<file path="config.mk">
export PLATFORM = sky130hd
export DESIGN_NAME = e1_tx_timing
export DESIGN_NICKNAME = d
export VERILOG_FILES = /design/src/rtl/e1_tx_pkg.sv /design/src/rtl/e1_tx_sync_edge.sv /design/src/rtl/e1_tx_pos_cnt.sv /design/src/rtl/e1_tx_frame_seq.sv /design/src/rtl/e1_tx_timing.sv
export SDC_FILE = /design/constraint.sdc
export NUM_CORES = 1
export LEC_CHECK = 0
export ABC_CLOCK_PERIOD_IN_PS = 2150
export CAP_MARGIN = 30
export CORE_ASPECT_RATIO = 1.5
export CORE_MARGIN = 3
export CORE_UTILIZATION = 41
export CTS_CLUSTER_DIAMETER = 150
export DETAILED_ROUTE_END_ITERATION = 16
export PLACE_DENSITY = 0.68
export SYNTH_ARGS = -nofsm -noshare
export SYNTH_HDL_FRONTEND = slang
export SYNTH_HIERARCHICAL = 1
export SYNTH_SLANG_ARGS = --single-unit
</file>
<file path="constraint.sdc">
create_clock -name clk_i -period 2.15 [get_ports clk_i]
set_input_delay 0.43 -clock clk_i [delete_from_list [all_inputs] [get_ports clk_i]]
set_output_delay 0.43 -clock clk_i [all_outputs]
set_load 0.01 [all_outputs]
</file>
<file path="src/rtl/e1_tx_pkg.sv">
package e1_tx_pkg;
  localparam int unsigned DEF_SLOT_BITS = 8;
  localparam int unsigned DEF_NUM_SLOTS = 32;
  localparam int unsigned DEF_MF_FRAMES = 16;

  typedef enum logic [1:0] {
    EV_NONE  = 2'd0,
    EV_FRAME = 2'd1,
    EV_MULTI = 2'd2
  } sync_ev_e;
endpackage

</file>
<file path="src/rtl/e1_tx_sync_edge.sv">
module e1_tx_sync_edge #(
  parameter int unsigned N = 2
) (
  input  logic         clk_i,
  input  logic         rst_ni,
  input  logic [N-1:0] sync_i,
  output logic [N-1:0] rise_o
);
  logic [N-1:0] prev_q;

  for (genvar i = 0; i < N; i++) begin : g_edge
    always_ff @(posedge clk_i or negedge rst_ni) begin
      if (!rst_ni) prev_q[i] <= 1'b0;
      else         prev_q[i] <= sync_i[i];
    end
    assign rise_o[i] = sync_i[i] & ~prev_q[i];
  end
endmodule

</file>
<file path="src/rtl/e1_tx_pos_cnt.sv">
module e1_tx_pos_cnt #(
  parameter int unsigned SLOT_BITS = 8,
  parameter int unsigned NUM_SLOTS = 32,
  localparam int unsigned BW = $clog2(SLOT_BITS),
  localparam int unsigned SW = $clog2(NUM_SLOTS)
) (
  input  logic          clk_i,
  input  logic          rst_ni,
  input  logic          reload_i,
  output logic [BW-1:0] bit_o,
  output logic [SW-1:0] slot_o,
  output logic          last_o
);
  localparam logic [BW-1:0] BIT_LAST  = BW'(SLOT_BITS - 1);
  localparam logic [SW-1:0] SLOT_LAST = SW'(NUM_SLOTS - 1);

  logic [BW-1:0] bit_q;
  logic [SW-1:0] slot_q;
  logic          bit_end;

  assign bit_end = (bit_q == BIT_LAST);

  always_ff @(posedge clk_i or negedge rst_ni) begin
    if (!rst_ni) begin
      bit_q  <= '0;
      slot_q <= '0;
    end else if (reload_i) begin
      bit_q  <= '0;
      slot_q <= '0;
    end else if (bit_end) begin
      bit_q  <= '0;
      slot_q <= (slot_q == SLOT_LAST) ? '0 : slot_q + 1'b1;
    end else begin
      bit_q  <= bit_q + 1'b1;
    end
  end

  assign bit_o  = bit_q;
  assign slot_o = slot_q;
  assign last_o = bit_end & (slot_q == SLOT_LAST);
endmodule

</file>
<file path="src/rtl/e1_tx_frame_seq.sv">
module e1_tx_frame_seq #(
  parameter int unsigned MF_FRAMES = 16,
  localparam int unsigned FW = $clog2(MF_FRAMES)
) (
  input  logic          clk_i,
  input  logic          rst_ni,
  input  e1_tx_pkg::sync_ev_e ev_i,
  input  logic          wrap_i,
  input  logic          crc4_i,
  output logic [FW-1:0] frame_o,
  output logic          align_o
);
  import e1_tx_pkg::*;

  localparam logic [FW-1:0] FRAME_LAST = FW'(MF_FRAMES - 1);

  logic [FW-1:0] frame_q;
  logic          align_q;
  logic          adv;

  // frame sync rise or natural end of frame
  assign adv = (ev_i == EV_FRAME) | ((ev_i == EV_NONE) & wrap_i);

  always_ff @(posedge clk_i or negedge rst_ni) begin
    if (!rst_ni) begin
      frame_q <= '0;
      align_q <= 1'b1;
    end else if (ev_i == EV_MULTI) begin
      frame_q <= '0;
      // CRC4: multiframe starts on an alignment frame; CAS: alternation keeps its phase
      align_q <= crc4_i ? 1'b1 : ~align_q;
    end else if (adv) begin
      frame_q <= (frame_q == FRAME_LAST) ? '0 : frame_q + 1'b1;
      align_q <= ~align_q;
    end
  end

  assign frame_o = frame_q;
  assign align_o = align_q;
endmodule

</file>
<file path="src/rtl/e1_tx_timing.sv">
module e1_tx_timing #(
  parameter int unsigned SLOT_BITS = e1_tx_pkg::DEF_SLOT_BITS,
  parameter int unsigned NUM_SLOTS = e1_tx_pkg::DEF_NUM_SLOTS,
  parameter int unsigned MF_FRAMES = e1_tx_pkg::DEF_MF_FRAMES,
  localparam int unsigned BW = $clog2(SLOT_BITS),
  localparam int unsigned SW = $clog2(NUM_SLOTS),
  localparam int unsigned FW = $clog2(MF_FRAMES)
) (
  input  logic          clk_i,
  input  logic          rst_ni,
  input  logic          fsync_i,
  input  logic          mfsync_i,
  input  logic          crc4_mode_i,
  output logic [BW-1:0] bit_o,
  output logic [SW-1:0] slot_o,
  output logic [FW-1:0] frame_o,
  output logic          align_frame_o,
  output logic          mf_start_o,
  output logic          frame_start_o
);
  import e1_tx_pkg::*;

  logic [1:0] rise;
  logic       wrap;
  sync_ev_e   ev;

  e1_tx_sync_edge #(.N(2)) u_edge (
    .clk_i  (clk_i),
    .rst_ni (rst_ni),
    .sync_i ({mfsync_i, fsync_i}),
    .rise_o (rise)
  );

  // multiframe sync has priority
  always_comb begin
    if (rise[1])      ev = EV_MULTI;
    else if (rise[0]) ev = EV_FRAME;
    else              ev = EV_NONE;
  end

  e1_tx_pos_cnt #(
    .SLOT_BITS (SLOT_BITS),
    .NUM_SLOTS (NUM_SLOTS)
  ) u_pos (
    .clk_i    (clk_i),
    .rst_ni   (rst_ni),
    .reload_i (ev != EV_NONE),
    .bit_o    (bit_o),
    .slot_o   (slot_o),
    .last_o   (wrap)
  );

  e1_tx_frame_seq #(
    .MF_FRAMES (MF_FRAMES)
  ) u_frm (
    .clk_i   (clk_i),
    .rst_ni  (rst_ni),
    .ev_i    (ev),
    .wrap_i  (wrap),
    .crc4_i  (crc4_mode_i),
    .frame_o (frame_o),
    .align_o (align_frame_o)
  );

  assign mf_start_o    = (frame_o == '0);
  assign frame_start_o = (bit_o == '0) & (slot_o == '0);
endmodule

</file>
* Word-level counts from Yosys, hierarchy flattened
Index checks and enable logic that the tools add are counted.
** Storage, ports and cells
- Flip-flop bits (word level) :: 15
- Input bits :: 5
- Output and inout port bits :: 15
- Word-level logic and storage cells :: 43
** Cells by class
- $add $sub $neg :: 3
- Equality and inequality tests :: 5
- Mux-type cells :: 13
- Bitwise gates (word level) :: 9
- Reductions and logical operators :: 7
** Operator list (count)
- $mux W5 :: 3
- $mux W4 :: 3
- $mux W3 :: 2
- $reduce_bool A2 Y1 :: 3
- $add A5 B1 Y5 const B :: 1
- $and A1 B1 Y1 :: 5
- $eq A5 B5 Y1 const B :: 1
- $logic_not A5 Y1 :: 1
- $add A4 B1 Y4 const B :: 1
- $eq A4 B4 Y1 const B :: 1
- $logic_not A4 Y1 :: 1
- $mux W1 :: 4
- $add A3 B1 Y3 const B :: 1
- $eq A3 B3 Y1 const B :: 1
- $logic_not A3 Y1 :: 1
- $not A1 Y1 :: 3
- $eq A2 B1 Y1 const B :: 1
- $eq A2 B2 Y1 const B :: 1
- $logic_not A2 Y1 :: 1
- $mux W2 :: 1
- $or A1 B1 Y1 :: 1

* Logic depth before layout (Yosys ltp)
Gate-level depths: netlist of the first run.
- Word-level depth :: 9
- Depth in mapped cells :: 7
- Depth with buffers taken out :: 7

* By module
The synthesis of the first run kept the hierarchy.
** By module, submodules not included
- e1_tx_pos_cnt :: times used 1, cells each 37, area an instance 402.9 sq um, seq. area each 200.2 sq um
- e1_tx_frame_seq :: times used 1, cells each 30, area an instance 327.8 sq um, seq. area each 126.4 sq um
- e1_tx_sync_edge :: times used 1, cells each 4, area an instance 77.6 sq um, seq. area each 50.0 sq um
- e1_tx_timing :: times used 1, cells each 6, area an instance 37.5 sq um, seq. area each 0.0 sq um

* Worst setup path before layout of the first run
Ideal clock, no wire load.
- Path type :: register -> register
- Start :: reg u_pos.slot_q[0], in the netlist u_pos/slot_o[0]
- End :: reg u_frm.frame_q[3], in the netlist u_frm/frame_o[3]
- Library setup time :: 126 ps
- Arrival time :: 1781 ps
- Required time :: 2024 ps
- Slack :: 243 ps
- Cell stages (with the launch flop) :: 8
- Buffers on the path :: 0
- Clock period less this slack :: 1907 ps
- Cells stage by stage :: dfrtp_1 ha_1 and3_1 ha_1 and2_1 nor2_4 a311oi_1 a311o_1
** On the way
- Cells in the longest elaborated chain, start to end :: 5
** RTL lines
- start: declaration :: line e1_tx_pos_cnt.sv:18 : logic [SW-1:0] slot_q;
- start signal: assignment :: line e1_tx_pos_cnt.sv:32 : slot_q <= (slot_q == SLOT_LAST) ? '0 : slot_q + 1'b1;
- $eq A5 B5 Y1 :: line e1_tx_pos_cnt.sv:40 : assign last_o = bit_end & (slot_q == SLOT_LAST);
- $and A1 B1 Y1 :: line e1_tx_pos_cnt.sv:40
- net wrap :: line e1_tx_timing.sv:24 : logic wrap;
- $and A1 B1 Y1 :: line e1_tx_frame_seq.sv:22 : assign adv = (ev_i == EV_FRAME) | ((ev_i == EV_NONE) & wrap_i);
- $or A1 B1 Y1 :: line e1_tx_frame_seq.sv:22
- $reduce_bool A2 Y1 (no line)
- end signal: assignment :: line e1_tx_frame_seq.sv:33 : frame_q <= (frame_q == FRAME_LAST) ? '0 : frame_q + 1'b1;
- end: declaration :: line e1_tx_frame_seq.sv:17 : logic [FW-1:0] frame_q;
The timed path passes the listed nets, and every way through them passes these cells.
A chain may end at the register's enable or synchronous reset.

* Worst setup path after layout of the first run
Ends and elaborated chain as after synthesis.

==> impl_metrics.yaml, run 1 <==
logic_synthesis:
  ys_seq_area_share_pct: 44.53
  async_flop_share_pct: 100.0
  ys.flop_type: "dfrtp_1"
  yosysUniqueCellTypes: 35
  yosysMostFrequentCell: "dfrtp_1"
  synth_edf_count: 0
  synth_area_sq_um: 845.8
  synth_largest_area_cell: "dfrtp_1"
  synth_warnings: 6
  syn_nets: 87
  ys_ff_latch: 15
  synth_common_cells: "dfrtp_1, ha_1, nor2_1, o21ai_0"
  syn_area_per_cell_sq_um: 10.98
  synth_top_area_share_pct: 41.42
  synthTopCellsByArea: "dfrtp_1, ha_1, mux2i_1"
  netlist_instances: 77
routing:
  vias_per_cell: 5.339
  antenna_left: 0
  drtIter0Drc: 1
  wire_per_inst_um: 13.26
  remaining_drc_errors: 0
  vias: 678
  dr.pass1.iters: 4
  drt-total-wl_um: 1684
power:
  swShare_pct: 29.29
  vdd_drop_max_v: 0.0003323
  pwr-share-seq_pct: 46.3
  power.leakage_nw: 0.5116
  finalPower_w: 0.0007562
  p_int_w: 0.0005347
  power_density_nw_per_um2: 665.6
  p_sw_w: 0.0002215
  power.share.clock_pct: 20.9
  comb_power_share_pct: 32.9
die:
  core_area_sq_um: 1902
  pin_count: 20
  num_rows: 19
  die_area_sq_um: 2655
  die_x_um: 43.09
  die_h_um: 61.63
  initial_core_util_pct: 44.47
outcome:
  status: "finished, final reports clean"
sta:
  fmax_mhz: 488.1
  finalHoldViolations: 0
  min_period_ps: 2049
  setup_viol: 0
  hold_ws_ps: 484.3
  fin_crit_sh_pct: 95.30
  max-slew-margin-rel_pct: 53.57
  worstMarginPinSlew_ps: 694.2
  skew_ps: 1.752
  slew_violations: 0
  rsz0062_at_grt: "false"
  tns_ps: 0
grt:
  grt_max_degree: 16
  antenna_found_initial: 0
  grt_pass1_wl_um: 2877
  grt_usage_pct: 14.20
  grt_pass1_vias: 664
  overflow: 0
clock_tree:
  cts_tree: "yes"
  cts_inserted_buffers: 3
  htreeDepth: 1
  clockBufferDepth: 2
  numClockSinks: 15
  clk_latency_ps: 280
  cts_hold_buffers: 0
  cts-root-buf: "clkbuf_4"
  clkSlewWorstSetupHoldPaths_ps: 90
worst_setup_path:
  path_delay_family: "simple AND/OR/NAND/NOR gates"
  critical_path_class: "reg2reg"
  cp_num_buf_inv: 2
  cp_max_fo: 4
  cp_slowest_cell: "dfrtp_1"
  end_kind: "flop"
  arrival_ps: 2220
  rrSetupSlack_ps: 100
  start_kind: "flop"
  crit_chain: "buf_4, ha_1, and3_1, ha_1, and2_1, nor2_4, buf_4, nor4_1, a311o_1"
  cp_data_required_time_ps: 2320
  crit_path_max_incr_delay_ps: 390
layout:
  fin_nets: 117
  multi_input_area_sq_um: 437.9
  layout-drive-gt1-share_pct: 22.64
  areaGrowthSynthToFinish_pct: 34.32
  n_fill_cell: 173
  antenna_cells: 0
  seqCellArea_sq_um: 376.6
flow_run:
  drv_cap: 0
placement:
  port_buffers: 19
  place_congestion: 0.7371
  dp_hpwl_um: 1272
worst_hold_path:
  holdCritPathClass: "reg2reg"
-- kinds of logic after synthesis --
| group | after synthesis | synth area share (%) |
|---|---|---|
| AOI/OAI and AO/OA | 13 | 9.912 |
| xor gates and xnor gates | 2 | 2.071 |
| adders and majority gates | 5 | 7.396 |
| buffers and inverters | 5 | 4.437 |
| DFF | 15 | 44.53 |
| muxes | 6 | 7.988 |
| and+or+nand+nor | 31 | 23.67 |
-- sequential cells by signal (all words and copies together) (netlist names) --
name / cells
u_pos/slot_o: 5
u_frm/frame_o: 4
u_pos/bit_o: 3
u_edge/prev_q: 2
u_frm/align_o: 1
-- power groups by stage --
stage          Sequential, W  Clock (W)  Combinational (W)
2_1_floorplan       0.000374          0           0.000100
6_report            0.000350   0.000158           0.000249
4_1_cts             0.000350   0.000168           0.000250
5_1_grt             0.000358   0.000180           0.000273
3_5_place_dp        0.000355          0           0.000253
3_3_place_gp        0.000354          0           0.000249
-- cell type report --
| cell class | instances | share of cell area [%] |
|---|---|---|
| clock buffer | 3 | 1.982 |
| clock inverter | 1 | 0.4405 |
| inverter | 1 | 0.3304 |
| multi-input combinational | 57 | 38.55 |
| sequential | 15 | 33.15 |
| tap | 21 | 2.313 |
| timing repair buffer | 29 | 23.24 |
-- timing repair --
item | CTS | global route
gates resized for setup | 1 | 1
setup endpoints to repair | 1 | 1
setup buffers | 2 | 0
hold endpoints to repair | 0 | 0
pin swaps | 0 | 0
-- final timing paths --
kind / start / endpoint / cells past startpoint
worst max-delay path: u_pos/slot_o[0] / u_frm/frame_o[3] / 9
worst min-delay path: u_pos/bit_o[0] / u_pos/bit_o[0] / 1
worst max register to register: u_pos/slot_o[0] / u_frm/frame_o[3] / 9
worst min register to register: u_pos/bit_o[0] / u_pos/bit_o[0] / 1
max in group asynchronous: rst_ni / u_edge/prev_q[0] / 1
min in group asynchronous: rst_ni / u_pos/bit_o[1] / 1
-- layer usage --
layer / share of wire [%] / global-route usage [%]
met1: 41 / 16.52
met2: 52 / 25.58
met3: 6.2 / 2.047
met4: 0.83 / 6.466
met5: 0 / 0
-- through the flow --
| step | setup slack (ps) | util [%] | instances | instance area (sq um) |
|---|---|---|---|---|
| after CTS | 103.4 | 59.41 | 127 | 1130 |
| after floorplan | 243.2 | - | 77 | 845.8 |
| after global placement | 65.90 | 57.24 | 121 | 1089 |
| after detailed placement | 13.37 | 57.24 | 121 | 1089 |
| final | 101.2 | 59.74 | 127 | 1136 |
| after global routing | 13.48 | 59.74 | 127 | 1136 |
-- placed cells by master (no fill, tap or decap), types with 2 or more instances in the layout --
cell type,synthesis,layout
a21oi_1,2,2
buf_4,1,10
clkbuf_4,0,3
clkdlybuf4s50_1,0,18
dfrtp_1,14,14
ha_1,5,5
mux2_2,2,2
mux2i_1,3,3
nand2_1,2,2
nand3_1,4,4
nor2_1,5,5
nor2b_1,4,4
nor2b_4,2,2
o21ai_0,5,5
or4_1,3,3
xor2_1,2,2
No activity file was read; power rests on OpenSTA's default activity.
==> run 2, diff against run 1 <==
- CORE_ASPECT_RATIO: 1.5 -> unset
- CORE_UTILIZATION: 41 -> 58
- DONT_BUFFER_PORTS: unset -> 1
- PLACE_DENSITY: 0.68 -> 0.74
==> impl_metrics.yaml, run 2 (same netlist as run 1, synthesis figures left out) <==
grt:
  grt_usage_pct: 19.28
  antenna_found_initial: 0
  overflow: 0
  grt_pass1_wl_um: 2649
  grt_max_degree: 16
  grt_pass1_vias: 585
worst_setup_path:
  end_kind: "output pin"
  cp_data_required_time_ps: 1720
  cp_slowest_cell: "or4_1"
  critical_path_class: "reg2out"
  arrival_ps: 1620
  cp_max_fo: 5
  start_kind: "flop"
  crit_chain: "buf_4, or4_1, nor2_1"
  crit_path_max_incr_delay_ps: 480
power:
  power.share.clock_pct: 23.8
  finalPower_w: 0.0006677
  p_int_w: 0.0004591
  vdd_drop_max_v: 0.0005535
  swShare_pct: 31.24
  comb_power_share_pct: 20.4
  power.leakage_nw: 0.4084
  power_density_nw_per_um2: 744.2
  p_sw_w: 0.0002086
  pwr-share-seq_pct: 55.8
clock_tree:
  cts_tree: "yes"
  post_cts.repair.setup_buffers: 0
  clkSlewWorstSetupHoldPaths_ps: 90
  clockBufferDepth: 2
  cts-root-buf: "clkbuf_4"
  clk_latency_ps: 280
  cts_inserted_buffers: 3
  cts_resized: 0
  htreeDepth: 1
  numClockSinks: 15
worst_hold_path:
  holdCritPathClass: "in2reg"
placement:
  place_area_sq_um: 860.8
  place_congestion: 0.8162
  dp_slack_ps: 186.5
  port_buffers: 0
  dp_hpwl_um: 1103
routing:
  remaining_drc_errors: 0
  vias_per_cell: 6.392
  vias: 620
  drt-total-wl_um: 1540
  antenna_left: 0
  dr.pass1.iters: 4
  wire_per_inst_um: 15.88
  drtIter0Drc: 15
layout:
  final_cell_mix: "dfrtp_1, nor2_1, o21ai_0, ha_1"
  layout_commonest_cell: "dfrtp_1"
  fin_nets: 93
  fin_util_pct: 67.26
  n_fill_cell: 105
  areaGrowthSynthToFinish_pct: 6.065
  largest_reg_flops: 5
  antenna_cells: 0
  layout-drive-gt1-share_pct: 19.51
  final_area_sq_um: 897.1
outcome:
  status: "finished, final reports clean"
die:
  initial_core_util_pct: 63.41
  die_h_um: 44.19
  die_x_um: 44.19
  die_area_sq_um: 1952
  core_area_sq_um: 1334
  pin_count: 20
  num_rows: 13
sta:
  setup_viol: 0
  slew_violations: 0
  layout_setup_ws_ps: 100.5
  worstMarginPinSlew_ps: 673.6
  max-slew-margin-rel_pct: 54.95
  skew_ps: 4.085
  fmax_mhz: 487.9
  min_period_ps: 2049
  rsz0062_at_grt: "false"
  finalHoldViolations: 0
  tns_ps: 0
  fin_crit_sh_pct: 95.33
flow_run:
  drv_cap: 0
-- run 2: worst max-delay path, delay by kind of cell, from the launching register on --
family	cells	cell delay, ps
simple gates	2	700
flops	1	450
buf+inv	1	180
-- run 2: per-layer routing --
layer / vias to the layer above / GRT usage [%] / part of all wire [%]
met1: 291 / 25.98 / 46
met2: 28 / 24.71 / 42
met4: 0 / 15.06 / 3.1
met3: 6 / 6.911 / 8.8
met5: - / 0 / 0
li1: 295 / - / -
-- run 2: stage by stage --
stage / cells / hold slack [ps]
finish: 97 / 171.0
global placement: 92 / 134.7
CTS: 97 / 162.4
detailed placement: 92 / 134.8
global route: 97 / 152.8
floorplan: 77 / 134.4
-- run 2: what timing repair did --
action | CTS | global route
hold buffers | 1 | 0
endpoints found under the hold margin | 15 | 0
setup endpoints to repair | 0 | 0
-- run 2: final timing paths --
kind	cells past startpoint	end	from	slack, ps
min in group asynchronous	1	u_pos/slot_o[2]	rst_ni	620
setup / recovery	3	frame_start_o	u_pos/slot_o[2]	100
max in group asynchronous	1	u_edge/prev_q[1]	rst_ni	1100
hold / removal	0	u_edge/prev_q[0]	fsync_i	170
setup reg to reg	7	u_frm/frame_o[3]	u_pos/slot_o[0]	150
hold reg to reg	1	u_pos/bit_o[0]	u_pos/bit_o[0]	540
-- run 2: layout make-up --
class                   count  area (sq um)  area share [%]
clock buffers               4         26.28           2.929
well taps                  15         18.77           2.092
flip-flops and latches     15         376.6           41.98
multi-input cells          57         431.7           48.12
inverters                   1         3.754          0.4184
repair buffers              5         40.04           4.463
-- run 2: power by group through the flow --
| stage | clock [W] | combinational, W | sequential, W |
|---|---|---|---|
| 2_1_floorplan | 0 | 0.000100 | 0.000374 |
| 3_3_place_gp | 0 | 0.000130 | 0.000377 |
| 5_1_grt | 0.000177 | 0.000158 | 0.000381 |
| 4_1_cts | 0.000165 | 0.000137 | 0.000374 |
| 3_5_place_dp | 0 | 0.000128 | 0.000380 |
| 6_report | 0.000159 | 0.000136 | 0.000373 |
==> run 3, diff against run 2 <==
- CORE_UTILIZATION: 58 -> 48
- DONT_BUFFER_PORTS: 1 -> unset
- PLACE_DENSITY: 0.74 -> 0.77
==> impl_metrics.yaml, run 3 (same netlist as run 1, synthesis figures left out) <==
worst_setup_path:
  path_delay_family: "simple AND/OR/NAND/NOR gates"
  start_kind: "flop"
  cp_slowest_cell: "or4_1"
  cp_max_fo: 5
  path_depth: 3
  reg2regPathDepth: 9
  cp_data_required_time_ps: 1720
  cp_num_buf_inv: 1
  crit_chain: "or4_1, nor2_1, dlygate4sd2_1"
  crit_path_max_incr_delay_ps: 530
  critical_path_class: "reg2out"
  arrival_ps: 1620
  end_kind: "output pin"
die:
  die_h_um: 47.98
  num_rows: 14
  pin_count: 20
  initial_core_util_pct: 53.65
  die_area_sq_um: 2302
  core_area_sq_um: 1577
  die_x_um: 47.98
sta:
  finalHoldViolations: 0
  skew_ps: 0.3262
  min_period_ps: 2050
  worstMarginPinSlew_ps: 659.4
  slew_violations: 0
  rsz0062_at_grt: "false"
  fin_crit_sh_pct: 95.33
  max-slew-margin-rel_pct: 55.91
  setup_viol: 0
  layout_setup_ws_ps: 100.5
  fmax_mhz: 487.9
routing:
  dr.pass1.iters: 4
  remaining_drc_errors: 0
  wl_met3_um: 90
  vias_per_cell: 5.706
  route.met2.wl_um: 816
  drtIter0Drc: 6
  drt-total-wl_um: 1738
  vias: 679
  antenna_left: 0
  top_layer: "met4"
  wire_per_inst_um: 14.61
  wl_met1_um: 821
power:
  power.leakage_nw: 0.4925
  vdd_drop_max_v: 0.0004489
  finalPower_w: 0.0007544
  power_density_nw_per_um2: 684.4
layout:
  fin_util_pct: 69.92
  layout_commonest_cell: "clkdlybuf4s50_1"
  final_cell_mix: "clkdlybuf4s50_1, dfrtp_1, buf_4"
  fin_nets: 114
  areaGrowthSynthToFinish_pct: 30.33
  largest_reg_flops: 5
  antenna_cells: 0
  final_cell_count_no_fill: 119
  layout-drive-gt1-share_pct: 19.42
  n_fill_cell: 118
  final_area_sq_um: 1102
clock_tree:
  numClockSinks: 15
  htreeDepth: 1
  cts_tree: "yes"
  cts_inserted_buffers: 3
  clkSlewWorstSetupHoldPaths_ps: 80
  cts-root-buf: "clkbuf_4"
  clockBufferDepth: 2
  clk_latency_ps: 270
worst_hold_path:
  hold_depth: 1
  holdCritPathClass: "reg2reg"
placement:
  place_area_sq_um: 1067
  dp_slack_ps: -10.59
  dp_cells: 114
  port_buffers: 19
  place_congestion: 0.7448
  dp_hpwl_um: 1266
grt:
  overflow: 0
  antenna_found_initial: 0
  grt_pass1_wl_um: 2746
  grt_pass1_vias: 615
  grt_usage_pct: 17.74
  grt_max_degree: 16
flow_run:
  drv_cap: 0
outcome:
  status: "finished, final reports clean"
## run 3: cell count changes in the layout (fill, tap and decap cells not counted), sizes merged
cell	delta
buf	+3
clkdlybuf4s50	+18
dlygate4sd2	+1
dlygate4sd3	-1
## run 3: final timing paths
path | from | slack (ps) | endpoint
min reg2reg | u_pos/bit_o[0] | 510 | u_pos/bit_o[0]
max in group asynchronous | rst_ni | 1180 | u_pos/slot_o[1]
min | u_pos/bit_o[0] | 510 | u_pos/bit_o[0]
max reg2reg | u_pos/slot_o[0] | 110 | u_frm/frame_o[3]
max | u_pos/slot_o[3] | 100 | frame_start_o
min in group asynchronous | rst_ni | 550 | u_pos/slot_o[2]
## run 3: layout make-up
class / instances / area (sq um) / share of cell area [%]
flip-flops and latches: 15 / 376.6 / 34.17
repair buffers: 26 / 241.5 / 21.91
well taps: 16 / 20.02 / 1.816
clock buffers: 4 / 26.28 / 2.384
inverters: 1 / 3.754 / 0.3405
multi-input cells: 57 / 434.2 / 39.39
## run 3: layer usage
metal	vias to the layer above	GRT usage, %
met1	332	23.34
li1	331	-
met3	2	8.647
met2	14	25.86
met4	0	4.839
met5	-	0
## run 3: power by group
part	switching, W	total, W	internal, W
clock	0.0000805	0.000152	0.0000719
sequential	0.0000337	0.000352	0.000319
combinational	0.000105	0.000250	0.000145
## run 3: timing repair
action | in CTS | in global routing
buffers inserted | 1 | 0
setup endpoints to repair | 1 | 1
hold buffers | 0 | 0
resized for setup | 1 | 2
## run 3: metrics by stage
| stage | setup TNS, ps | hold WS [ps] |
|---|---|---|
| global placement | 0 | 477.1 |
| global route | 0 | 562.4 |
| finish | 0 | 511.4 |
| floorplan | 0 | 134.4 |
| detailed placement | -10.59 | 492.8 |
| CTS | 0 | 514.1 |
